<file path="config.mk">
export PLATFORM = sky130hd
export DESIGN_NAME = usb_in_flush_ctrl
export DESIGN_NICKNAME = d
export VERILOG_FILES = /design/src/rtl/usb_flush_pkg.sv /design/src/rtl/siwu_sync.sv /design/src/rtl/latency_timer.sv /design/src/rtl/flush_decider.sv /design/src/rtl/usb_in_flush_ctrl.sv
export SDC_FILE = /design/constraint.sdc
export NUM_CORES = 1
export LEC_CHECK = 0
export CAP_MARGIN = 20
export CORE_ASPECT_RATIO = 1.25
export CORE_MARGIN = 4
export CORE_UTILIZATION = 60
export DETAILED_ROUTE_END_ITERATION = 6
export DONT_BUFFER_PORTS = 1
export PLACE_DENSITY_LB_ADDON = 0.2
export SLEW_MARGIN = 20
export SYNTH_ARGS = -nofsm -noshare
export SYNTH_HDL_FRONTEND = slang
export SYNTH_SLANG_ARGS = --single-unit
</file>
<file path="constraint.sdc">
create_clock -name clk_i -period 3.1 [get_ports clk_i]
set_clock_uncertainty 0.1 [all_clocks]
set_input_delay 0.93 -clock clk_i [delete_from_list [all_inputs] [get_ports clk_i]]
set_output_delay 0.93 -clock clk_i [all_outputs]
set_load 0.05 [all_outputs]
</file>
<file path="src/rtl/usb_flush_pkg.sv">
package usb_flush_pkg;
  localparam int unsigned TMO_W   = 8;
  localparam int unsigned TMO_RST = 16;

  typedef enum logic [1:0] {
    STB_NONE   = 2'd0,
    STB_RESUME = 2'd1,
    STB_IMM    = 2'd2
  } stb_act_e;
endpackage

</file>
<file path="src/rtl/siwu_sync.sv">
module siwu_sync #(
  parameter int unsigned STAGES = 2
) (
  input  logic clk_i,
  input  logic rst_ni,
  input  logic pin_ni,
  output logic fall_o
);
  logic [STAGES-1:0] sync_q;
  logic              last_q;

  for (genvar i = 0; i < STAGES; i++) begin : g_stage
    if (i == 0) begin : g_first
      always_ff @(posedge clk_i or negedge rst_ni)
        if (!rst_ni) sync_q[i] <= 1'b1;
        else         sync_q[i] <= pin_ni;
    end else begin : g_next
      always_ff @(posedge clk_i or negedge rst_ni)
        if (!rst_ni) sync_q[i] <= 1'b1;
        else         sync_q[i] <= sync_q[i-1];
    end
  end

  always_ff @(posedge clk_i or negedge rst_ni)
    if (!rst_ni) last_q <= 1'b1;
    else         last_q <= sync_q[STAGES-1];

  assign fall_o = last_q & ~sync_q[STAGES-1];
endmodule

</file>
<file path="src/rtl/latency_timer.sv">
module latency_timer
  import usb_flush_pkg::*;
#(
  parameter int unsigned CNT_W = 11
) (
  input  logic             clk_i,
  input  logic             rst_ni,
  input  logic             tick_i,
  input  logic [CNT_W-1:0] count_i,
  input  logic [CNT_W-1:0] max_i,
  input  logic             restart_i,
  input  logic             we_i,
  input  logic [TMO_W-1:0] wdata_i,
  output logic             expired_o
);
  logic [TMO_W-1:0] tmo_q;
  logic [TMO_W-1:0] ms_q;
  logic             exp_q;
  logic             armed;

  always_ff @(posedge clk_i or negedge rst_ni)
    if (!rst_ni)   tmo_q <= TMO_W'(TMO_RST);
    else if (we_i) tmo_q <= (wdata_i == '0) ? TMO_W'(1) : wdata_i;

  // counts only for a partial, non-empty buffer
  assign armed = (count_i != '0) && (count_i < max_i) && !exp_q;

  always_ff @(posedge clk_i or negedge rst_ni)
    if (!rst_ni) begin
      ms_q  <= '0;
      exp_q <= 1'b0;
    end else if (restart_i) begin
      ms_q  <= '0;
      exp_q <= 1'b0;
    end else if (tick_i && armed) begin
      if (ms_q + TMO_W'(1) >= tmo_q) begin
        exp_q <= 1'b1;
        ms_q  <= '0;
      end else begin
        ms_q  <= ms_q + TMO_W'(1);
      end
    end

  assign expired_o = exp_q;
endmodule

</file>
<file path="src/rtl/flush_decider.sv">
module flush_decider #(
  parameter int unsigned CNT_W = 11
) (
  input  logic             clk_i,
  input  logic             rst_ni,
  input  logic             in_req_i,
  input  logic [CNT_W-1:0] count_i,
  input  logic [CNT_W-1:0] max_i,
  input  logic             expired_i,
  input  logic             imm_set_i,
  output logic             send_now_o,
  output logic             send_o,
  output logic             zlp_o
);
  logic imm_q;
  logic full;
  logic partial_ok;

  assign full       = count_i >= max_i;
  assign partial_ok = (count_i != '0) && expired_i;
  assign send_now_o = in_req_i && (full || partial_ok || imm_q || imm_set_i);

  always_ff @(posedge clk_i or negedge rst_ni)
    if (!rst_ni)         imm_q <= 1'b0;
    else if (send_now_o) imm_q <= 1'b0;
    else if (imm_set_i)  imm_q <= 1'b1;

  always_ff @(posedge clk_i or negedge rst_ni)
    if (!rst_ni) begin
      send_o <= 1'b0;
      zlp_o  <= 1'b0;
    end else begin
      send_o <= send_now_o;
      zlp_o  <= send_now_o && (count_i == '0);
    end
endmodule

</file>
<file path="src/rtl/usb_in_flush_ctrl.sv">
module usb_in_flush_ctrl
  import usb_flush_pkg::*;
#(
  parameter int unsigned CNT_W       = 11,
  parameter int unsigned SYNC_STAGES = 2
) (
  input  logic             clk_i,
  input  logic             rst_ni,
  input  logic             tick_1ms_i,
  input  logic [CNT_W-1:0] fifo_count_i,
  input  logic [CNT_W-1:0] max_pkt_i,
  input  logic             in_req_i,
  input  logic             suspend_i,
  input  logic             rwu_en_i,
  input  logic             siwu_ni,
  input  logic             pd_mode_i,
  input  logic             tmo_we_i,
  input  logic [TMO_W-1:0] tmo_wdata_i,
  output logic             send_o,
  output logic             zlp_o,
  output logic             resume_o,
  output logic             pwr_en_no,
  output logic             pd_en_o
);
  logic [CNT_W-1:0] prev_cnt_q;
  logic             grow;
  logic             fall;
  logic             expired;
  logic             send_now;
  stb_act_e         act;
  logic             resume_q;
  logic             pwr_q;

  always_ff @(posedge clk_i or negedge rst_ni)
    if (!rst_ni) prev_cnt_q <= '0;
    else         prev_cnt_q <= fifo_count_i;

  assign grow = fifo_count_i > prev_cnt_q;

  siwu_sync #(.STAGES(SYNC_STAGES)) u_sync (
    .clk_i  (clk_i),
    .rst_ni (rst_ni),
    .pin_ni (siwu_ni),
    .fall_o (fall)
  );

  always_comb begin
    act = STB_NONE;
    if (fall) begin
      if (!suspend_i)    act = STB_IMM;
      else if (rwu_en_i) act = STB_RESUME;
    end
  end

  latency_timer #(.CNT_W(CNT_W)) u_timer (
    .clk_i     (clk_i),
    .rst_ni    (rst_ni),
    .tick_i    (tick_1ms_i),
    .count_i   (fifo_count_i),
    .max_i     (max_pkt_i),
    .restart_i (grow | send_now),
    .we_i      (tmo_we_i),
    .wdata_i   (tmo_wdata_i),
    .expired_o (expired)
  );

  flush_decider #(.CNT_W(CNT_W)) u_dec (
    .clk_i      (clk_i),
    .rst_ni     (rst_ni),
    .in_req_i   (in_req_i),
    .count_i    (fifo_count_i),
    .max_i      (max_pkt_i),
    .expired_i  (expired),
    .imm_set_i  (act == STB_IMM),
    .send_now_o (send_now),
    .send_o     (send_o),
    .zlp_o      (zlp_o)
  );

  always_ff @(posedge clk_i or negedge rst_ni)
    if (!rst_ni) begin
      resume_q <= 1'b0;
      pwr_q    <= 1'b0;
    end else begin
      resume_q <= (act == STB_RESUME);
      pwr_q    <= suspend_i;
    end

  assign resume_o  = resume_q;
  assign pwr_en_no = pwr_q;
  assign pd_en_o   = pd_mode_i & pwr_q;
endmodule

</file>
==> run_results.csv, run 1 <==
group,metric,value,unit
die,die-area,4630,µm²
setup_path,cpMostUsedCell,"and3_1",
setup_path,crit_chain,"and3_1, and3_1, xor2_1, ha_1, a2111oi_2, nand2_1, o21ai_0, a31oi_2, a31oi_1, o21ai_1, a21oi_1",
setup_path,worstSetupStartpointType,"flip-flop",
die,fp.dieW,61.7,µm
cts,cts-root-buf,"clkbuf_8",
cts,clock_latency,0.28,ns
timing,max_clock_freq,341,MHz
timing,min_period_over_period,94.7,%
timing,finalCriticalPeriod,2.93,ns
setup_path,critical_path_required,3.19,ns
die,core_area,3480,µm²
setup_path,max_stage_delay,0.49,ns
layout,fin_area,2290,µm²
timing,worst_pin_slew,0.624,ns
placed_design,placed_cell_area,2190,µm²
setup_path,ff2ff_path_depth,11,
placed_design,place_inst,256,
synth,synth.distinct_cells,42,
global_route,antenna_found_initial,0,
power,p_comb_share,15.9,%
setup_path,worstSetupEndpointType,"flip-flop",
synth,syn_inst,220,
setup_path,cpMaxStageDelayCell,"a2111oi_2",
power,intPower,0.750,mW
power,power.density,446,nW/µm²
cts,path_clk_slew,0.07,ns
cts,cts_buffer_depth,2,
die,start_util,62.0,%
synth,yosys_warnings,0,
global_route,track_usage,19.3,%
timing,max-slew-margin-rel,58.1,%
layout,insertedDiodeCount,0,
layout,drive_gt1_share,10.2,%
placed_design,port_buffers,0,
setup_path,rr_endpoint,"u_timer.ms_q[4]$_DFFE_PN0P_",
setup_path,r2r_slack,0.17,ns
synth,ys_seq_area_share,41.9,%
setup_path,arrival,3.03,ns
power,clkPwrFrac,33.2,%
job,cap_violations,0,
setup_path,crit_type,"flip-flop to flip-flop",
die,die_h,75.1,µm
timing,finalHoldViolCount,0,
min_path,hold_class,"input pin to async pin",
layout,fin_nets,294,
layout,area_growth_syn_to_layout,6.14,%
route,drt-pass1-iter-count,4,
timing,setup-violations-final,0,
route,routed_wirelength,4120,µm
synth,ys_ff_latch,36,
timing,finalMaxSlewViolations,0,
placed_design,place_congestion,0.808,
setup_path,critPathBufInv,0,
synth,avgSynthCellArea,9.82,µm²
setup_path,critPathTopFamily,"compound AO/OA/AOI/OAI gates",
die,io_pins,44,
die,rows,24,
cts,cts_tree,"yes",
global_route,grt_pass1_vias,1525,
synth,netlist_area,2160,µm²
route,num_vias,1545,
route,viasPerCell,5.85,
layout,mostFrequentLayoutCells,"32 x dfrtp_1, 31 x inv_1, 31 x ha_1",
layout,nFillCells,284,
power,p_switching,0.273,mW
power,switching_share,26.7,%
route,drc,0,
global_route,grt_start_max_net_pins,37,
power,power.leakage,1.16,nW
setup_path,r2r-start,"u_timer.ms_q[0]$_DFFE_PN0P_",
placed_design,hpwl,3310,µm
cts,postCtsSetupRepairBufs,0,
global_route,grt_pass1_wl,6570,µm
power,pwr-share-seq,50.9,%
setup_path,crit_fanout,11,
route,wl_per_cell,15.6,µm
cts,cts_sinks,36,
route,ant_nets,0,
synth,syn_nets,290,
route,drt-initial-drc-count,35,
layout,final_common_cell,"dfrtp_1",
global_route,grt_overflow_total,0,
cts,htreeDepth,2,
power,peakVddDrop,0.000359,V
cts,cts_buffers,5,
outcome,status,"finished clean",
layout,final_cells,264,
[kinds of logic (layout without fill, tap and decap cells)]
logic type	Yosys count	in the layout	synth area share (%)
AOI/OAI and AO/OA	47	47	14.7
xor gates and xnor gates	6	6	2.43
adders and majority gates	31	31	18.0
buffers and inverters	35	40	6.43
DFF	36	36	41.9
and+or+nand+nor	65	65	16.5
[timing repair]
| action | 4_1_cts | 5_1_grt |
|---|---|---|
| setup endpoints to repair | 0 | 8 |
| resized for setup | 0 | 2 |
| hold buffers | 0 | 0 |
[sequential cells by signal (all words and copies together), names as in the netlist]
signal	flops
u_timer.tmo_q	8
u_sync.sync_q	2
u_dec.imm_q	1
u_timer.expired_o	1
u_timer.ms_q	8
u_dec.zlp_o	1
resume_o	1
u_sync.last_q	1
pwr_en_no	1
u_dec.send_o	1
prev_cnt_q	11
[power groups by stage]
stage	Combinational, mW	Sequential (mW)	Clock (mW)
final	0.162	0.520	0.340
after global routing	0.188	0.523	0.372
after CTS	0.162	0.521	0.351
after detailed placement	0.160	0.529	0
after global placement	0.151	0.528	0
after floorplan	0.133	0.526	0
[how the worst max path moves through the flow]
stage,start,to,depth (start not counted)
after floorplan,max_pkt_i[8],u_timer.ms_q[3]$_DFFE_PN0P_,9
after global placement,max_pkt_i[2],u_timer.ms_q[3]$_DFFE_PN0P_,9
after detailed placement,u_timer.ms_q[0]$_DFFE_PN0P_,u_timer.ms_q[2]$_DFFE_PN0P_,11
after CTS,u_timer.ms_q[0]$_DFFE_PN0P_,u_timer.ms_q[2]$_DFFE_PN0P_,11
after global routing,u_timer.ms_q[0]$_DFFE_PN0P_,u_timer.ms_q[4]$_DFFE_PN0P_,11
final,u_timer.ms_q[0]$_DFFE_PN0P_,u_timer.ms_q[4]$_DFFE_PN0P_,11
[stage by stage]
stage | TNS [ns] | setup WS (ns) | util (%) | hold slack, ns | total power, mW
after floorplan | 0 | 0.471 | - | 0.245 | 0.659
after global placement | 0 | 0.206 | 62.9 | 0.246 | 0.679
after detailed placement | 0 | 0.104 | 62.9 | 0.249 | 0.690
after CTS | 0 | 0.0929 | 65.6 | 0.220 | 1.03
after global routing | -0.0298 | -0.0298 | 65.8 | 0.211 | 1.08
final | 0 | 0.166 | 65.8 | 0.231 | 1.02
[per-layer routing]
layer,vias to the layer above,global-route usage [%],part of all wire (%)
met5,-,0,0
met4,0,9.20,2.4
met3,8,3.77,4.8
met2,34,34.1,55
met1,735,21.8,38
li1,768,-,-
[synthesized netlist by cell type]
master,number,share of area [%]
ha_1,31,18
dfrtp_1,32,37
nand3_1,5,1.2
nor3_1,2,0.46
nor4_1,4,1.2
a21oi_2,2,0.81
and3_1,2,0.58
nor2b_1,1,0.29
nand2_1,15,2.6
o21ai_1,4,0.93
o21ai_2,1,0.41
buf_6,1,0.52
a31oi_1,2,0.58
o21a_1,1,0.35
nor3b_1,3,1.0
a211oi_2,1,0.58
nor3b_2,1,0.58
o211ai_1,1,0.35
inv_1,31,5.4
nand4_1,6,1.7
a21o_1,3,1.0
nor2_1,17,3.0
a2111oi_4,1,1.3
nor3_2,1,0.46
o211a_1,1,0.46
o21ai_0,10,2.3
a211o_1,1,0.41
a2111oi_2,1,0.70
a211oi_1,1,0.35
clkbuf_1,2,0.35
dfstp_2,4,4.9
nand2b_1,2,0.58
o21bai_1,1,0.35
and2_1,1,0.29
nand4b_4,1,1.1
xor2_1,3,1.2
nand3b_1,3,1.0
a21oi_1,15,3.5
and4b_1,1,0.46
xnor2_1,3,1.2
o31ai_1,1,0.35
inv_2,1,0.17
[final cells by class]
type / count / area, µm² / area share, %
multi-input cells: 149 / 1120 / 49.0
clock inverters: 1 / 7.51 / 0.328
inverters: 32 / 120 / 5.24
flip-flops and latches: 36 / 906 / 39.5
well taps: 39 / 48.8 / 2.13
clock buffers: 7 / 86.3 / 3.77
Note: power is estimated with default switching activity, not from simulation.
==> run 2, diff against run 1 <==
- ABC_AREA: unset -> 1
==> run 2 against run 1 <==
Compared with the run above: synthesized cell count grew 27%; first-iteration DRC count is the same; combinational power grew 9%; register-to-register slack gained 0.28 ns; cell count grew 23%; critical path type unchanged; critical endpoint is now u_timer.expired_o$_DFFE_PN0P_; largest power group unchanged.
==> run_results.csv, run 2 <==
group,metric,value,unit
setup_path,worstSetupStartpointType,"flip-flop",
timing,max_clock_freq,377,MHz
setup_path,worstSetupEndpointType,"flip-flop",
route,num_vias,1702,
timing,worst_pin_slew,0.483,ns
layout,final_common_cell,"nand2_1",
synth,netlist_area,2280,µm²
power,power.density,424,nW/µm²
timing,tns,0,ns
synth,ys.flop_type,"dfrtp_1",
cts,cts-root-buf,"clkbuf_8",
placed_design,placed_cell_area,2320,µm²
synth,ys_seq_area_share,39.8,%
setup_path,crit_type,"flip-flop to flip-flop",
outcome,status,"finished clean",
cts,cts_buffer_depth,2,
global_route,grt_overflow_total,0,
setup_path,crit_fanout,8,
global_route,grt_pass1_vias,1773,
layout,regMostFlops,"prev_cnt_q",
timing,finalCriticalPeriod,2.66,ns
timing,setup-violations-final,0,
die,fp.dieW,63.1,µm
power,peakVddDrop,0.000325,V
synth,async_flop_share,100,%
cts,cts_tree,"yes",
setup_path,r2r_slack,0.44,ns
die,die-area,4850,µm²
layout,reg_top3,"prev_cnt_q x11, u_timer.ms_q x8, u_timer.tmo_q x8",
setup_path,critical_path_required,3.19,ns
die,die_h,76.9,µm
die,io_pins,44,
setup_path,r2r-start,"u_timer.ms_q[0]$_DFFE_PN0P_",
global_route,grt_pass1_wl,7560,µm
power,p_switching,0.301,mW
cts,cts_sinks,36,
power,clkPwrFrac,32.0,%
global_route,antenna_found_initial,0,
layout,area_growth_syn_to_layout,5.82,%
cts,htreeDepth,2,
power,switching_share,29.4,%
cts,clock_latency,0.29,ns
route,drt-initial-drc-count,35,
synth,synth.area.top_cells,"dfrtp_1 35%, ha_1 17%, nand2_1 10%, inv_1 8.6%, dfstp_2 4.6%",
timing,finalHoldViolCount,0,
timing,max-slew-margin-rel,67.8,%
cts,cts_hold_buf,0,
route,drt-pass1-iter-count,6,
die,core_area,3570,µm²
synth,yosys_warnings,0,
synth,syn_inst,279,
synth,synth_top_cell_by_area,"dfrtp_1",
setup_path,ff2ff_path_depth,15,
layout,mostFrequentLayoutCells,"62 x nand2_1, 52 x inv_1, 32 x dfrtp_1",
route,viasPerCell,5.24,
power,p_comb_share,17.3,%
job,cap_violations,0,
layout,largest_register_ffs,11,
synth,synth_most_common_cell,"nand2_1",
power,power.leakage,1.36,nW
synth,synth.distinct_cells,30,
route,drc,0,
placed_design,place_congestion,0.875,
synth,synth-edff-count,0,
placed_design,hpwl,3520,µm
layout,insertedDiodeCount,0,
die,rows,24,
layout,fin_nets,355,
synth,syn_nets,349,
synth,synth_common_cells,"62 x nand2_1, 52 x inv_1, 32 x dfrtp_1",
timing,rsz0062_at_grt,"no",
cts,ctsResizeCount,0,
min_path,hold_class,"input pin to async pin",
layout,post-route-util,67.5,%
setup_path,rr_endpoint,"u_timer.expired_o$_DFFE_PN0P_",
synth,synth_top_area_share,35.1,%
setup_path,arrival,2.74,ns
route,wl_per_cell,13.5,µm
global_route,grt_start_max_net_pins,37,
timing,min_period_over_period,85.6,%
power,pwr-share-seq,50.7,%
cts,postCtsSetupRepairBufs,0,
placed_design,port_buffers,0,
die,start_util,63.8,%
route,ant_nets,0,
cts,cts_buffers,5,
layout,drive_gt1_share,9.09,%
power,finalPower,1.02,mW
synth,ys_ff_latch,36,
route,routed_wirelength,4380,µm
cts,path_clk_slew,0.07,ns
synth,avgSynthCellArea,8.17,µm²
timing,finalMaxSlewViolations,0,
global_route,track_usage,20.0,%
timing,fin_hold_ws,0.226,ns
layout,fin_area,2410,µm²
power,intPower,0.722,mW
run 2: cell types whose count changed after synthesis, moves of 3 or more:
cell and change:
nor4_1 -3, nor2_1 +11, nand4_1 -3, inv_1 +21, nand2_2 +4, nor3b_1 -3
xnor2_1 -3, o21ai_1 -4, nand3_1 +7, nand2_1 +47, a21oi_1 -4
run 2: area by class of cell:
cell class,count,area [µm²]
clock inverter,3,18.8
fill,298,1160
sequential,36,906
clock buffer,5,68.8
tap,39,48.8
inverter,54,206
multi-input combinational,188,1160
run 2: logic make-up after synthesis:
logic type / count (synthesis) / share of synthesized area (%)
buffers and inverters: 55 / 9.23
flip-flops: 36 / 39.8
XOR/XNOR: 3 / 1.15
AO/OA/AOI/OAI: 28 / 7.25
adder cells (fa/ha/maj): 31 / 17.0
AND/OR/NAND/NOR: 126 / 25.6
run 2: worst max-delay path by stage:
stage / startpoint / slack, ns / depth (start not counted) / to
3_3_place_gp: max_pkt_i[2] / 0.59 / 12 / u_timer.ms_q[2]$_DFFE_PN0P_
2_1_floorplan: max_pkt_i[10] / 0.74 / 11 / u_timer.ms_q[0]$_DFFE_PN0P_
3_5_place_dp: u_timer.ms_q[0]$_DFFE_PN0P_ / 0.50 / 15 / u_timer.expired_o$_DFFE_PN0P_
6_report: u_timer.ms_q[0]$_DFFE_PN0P_ / 0.44 / 15 / u_timer.expired_o$_DFFE_PN0P_
5_1_grt: u_timer.ms_q[0]$_DFFE_PN0P_ / 0.16 / 15 / u_timer.expired_o$_DFFE_PN0P_
4_1_cts: u_timer.ms_q[0]$_DFFE_PN0P_ / 0.49 / 15 / u_timer.expired_o$_DFFE_PN0P_
run 2: power groups by stage:
stage,registers [mW],clock network (mW),logic [mW]
floorplan,0.524,0,0.143
global placement,0.527,0,0.171
detailed placement,0.528,0,0.177
CTS,0.519,0.336,0.178
global route,0.521,0.366,0.206
finish,0.519,0.327,0.177
run 2: stage by stage:
step	std cells	setup slack, ns
3_3_place_gp	317	0.593
3_5_place_dp	317	0.505
6_report	325	0.445
2_1_floorplan	279	0.744
4_1_cts	325	0.487
5_1_grt	325	0.159
run 2: per-layer routing:
metal / up-vias / global-route usage [%] / routed length [µm]
li1: 887 / - / -
met5: - / 0 / 0
met4: 0 / 10.2 / 146
met2: 38 / 36.2 / 2400
met1: 764 / 21.0 / 1660
met3: 13 / 4.82 / 179
run 2: critical path: stages, from the launching register on:
cell and delay [ns]:
dfrtp_1 0.42, nand3_1 0.17, nor3b_2 0.26, nand2_1 0.09, xor2_1 0.18, inv_1 0.08, ha_1 0.29, nand2_1 0.07
nor2_1 0.13, nand4_1 0.10, nand3_1 0.27, inv_1 0.12, nand3_1 0.10, nand2_1 0.05, nand2_1 0.05, nand2_1 0.05
==> run 3, diff against run 2 <==
- MAX_ROUTING_LAYER: unset -> met4
==> run 3 against run 2 <==
Compared with the run above: register-to-register slack improved by 0.03 ns; routed wire length shrank 1.5%; cell area up 0.99%; non-clock buffer count unchanged; clock power up 26%; sequential share of layout area is 0.37 points lower; hold slack worse by 0.0013 ns; critical endpoint unchanged; highest routed layer unchanged.
==> run_results.csv, run 3 (synthesis results as in run 2) <==
group,metric,value,unit
placed_design,port_buffers,0,
setup_path,max_stage_delay,0.42,ns
outcome,status,"finished clean",
setup_path,worstSetupStartpoint,"u_timer.ms_q[0]$_DFFE_PN0P_",
global_route,grt.busiest_layer,"met2",
layout,largest_register_ffs,11,
route,drt-initial-drc-count,63,
setup_path,r2r-start,"u_timer.ms_q[0]$_DFFE_PN0P_",
die,die_h,76.9,µm
job,cap_violations,0,
global_route,grt_pass1_vias,1827,
layout,regMostFlops,"prev_cnt_q",
route,drt-pass1-iter-count,4,
route,num_vias,1757,
global_route,antenna_found_initial,0,
global_route,grt_overflow_total,0,
cts,cts-root-buf,"clkbuf_8",
cts,htreeDepth,2,
cts,cts_buffers,5,
timing,rsz0062_at_grt,"no",
layout,final_cells,325,
die,fp.dieW,63.1,µm
layout,mostFrequentLayoutCells,"62 x nand2_1, 52 x inv_1, 32 x dfrtp_1",
layout,final_common_cell,"nand2_1",
cts,cts_sinks,36,
timing,finalHoldViolCount,0,
power,power.leakage,1.37,nW
setup_path,crit_fanout,8,
cts,cts_tree,"yes",
layout,insertedDiodeCount,0,
placed_design,hpwl,3580,µm
cts,clock_latency,0.29,ns
route,routed_wirelength,4320,µm
die,die-area,4850,µm²
layout,reg_top3,"prev_cnt_q x11, u_timer.ms_q x8, u_timer.tmo_q x8",
setup_path,crit_type,"flip-flop to flip-flop",
route,viasPerCell,5.41,
setup_path,crit_chain,"ha_1, nand2_1, nor2_1, nand2_1, xor2_1, inv_1, ha_1, nand2_1, nor2_1, nand4_1, nand3_1, inv_1, nand3_1, nand2_1, nand2_1, nand2_1",
global_route,track_usage,20.3,%
layout,area_growth_syn_to_layout,6.86,%
placed_design,place_inst,317,
setup_path,worstSetupStartpointType,"flip-flop",
cts,postCtsSetupRepairBufs,0,
global_route,met1_usage,19.5,%
cts,cts_buffer_depth,2,
cts,path_clk_slew,0.07,ns
power,power.density,454,nW/µm²
timing,fin_hold_ws,0.225,ns
cts,cts_hold_buf,0,
die,io_pins,44,
setup_path,worstSetupEndpointType,"flip-flop",
setup_path,cpMostUsedCell,"nand2_1",
route,wl_per_cell,13.3,µm
global_route,grt_start_max_net_pins,37,
timing,max-slew-margin-rel,68.6,%
setup_path,cpMaxStageDelayCell,"dfrtp_1",
global_route,use_met3,4.82,%
die,rows,24,
timing,setup-violations-final,0,
setup_path,critical_path_required,3.19,ns
die,start_util,63.8,%
power,peakVddDrop,0.000328,V
global_route,grt_pass1_wl,7460,µm
timing,min_period_over_period,84.6,%
timing,max_clock_freq,381,MHz
route,ant_nets,0,
min_path,hold_class,"input pin to async pin",
timing,finalMaxSlewViolations,0,
setup_path,arrival,2.71,ns
placed_design,dp_slack,0.494,ns
timing,tns,0,ns
setup_path,r2r_slack,0.48,ns
layout,drive_gt1_share,9.09,%
cts,ctsResizeCount,0,
die,core_area,3570,µm²
layout,fin_nets,355,
global_route,use_met2,37.9,%
timing,worst_pin_slew,0.471,ns
timing,finalCriticalPeriod,2.62,ns
placed_design,place_congestion,0.854,
route,drc,0,
timing,finalWorstSetupSlack,0.477,ns
## run 3: power by group
group | total (mW) | leakage (nW) | internal (mW) | switching, mW
combinational | 0.173 | 0.870 | 0.0673 | 0.106
sequential | 0.519 | 0.444 | 0.498 | 0.0206
clock | 0.413 | 0.0541 | 0.238 | 0.175
## run 3: through the flow
step,utilization (%),power [mW],cell area [µm²]
2_1_floorplan,-,0.668,2280
3_3_place_gp,65.0,0.698,2320
3_5_place_dp,65.0,0.704,2320
4_1_cts,68.1,1.12,2430
5_1_grt,68.1,1.18,2430
6_report,68.1,1.11,2430
## run 3: path summary, 6_finish.rpt
path,endpoint,depth (start not counted)
setup / recovery,u_timer.expired_o$_DFFE_PN0P_,16
hold / removal,prev_cnt_q[9]$_DFF_PN0_,0
setup reg to reg,u_timer.expired_o$_DFFE_PN0P_,16
hold reg to reg,u_sync.sync_q[1]$_DFF_PN1_,0
max in group asynchronous,u_sync.sync_q[1]$_DFF_PN1_,0
min in group clk_i,u_sync.sync_q[1]$_DFF_PN1_,0
## run 3: per-layer routing
metal | share of wire, % | wire length [µm] | up-vias
li1 | - | - | 889
met1 | 38 | 1630 | 822
met2 | 56 | 2420 | 37
met3 | 3.7 | 160 | 9
met4 | 2.4 | 104 | 0
met5 | 0 | 0 | -
## run 3: final cells by class
cell class | count | area, µm²
clock inverter | 3 | 42.5
tap | 39 | 48.8
inverter | 54 | 206
multi-input combinational | 188 | 1160
sequential | 36 | 906
clock buffer | 5 | 68.8
fill | 314 | 1140
## run 3: worst max-delay path: cells and delay by family (launching register included)
kind                     cells  cell delay [ns]
buffers and inverters        2             0.18
XOR/XNOR                     1             0.20
flip-flops                   1             0.42
AND/OR/NAND/NOR             11             1.17
adder cells (fa/ha/maj)      2             0.45
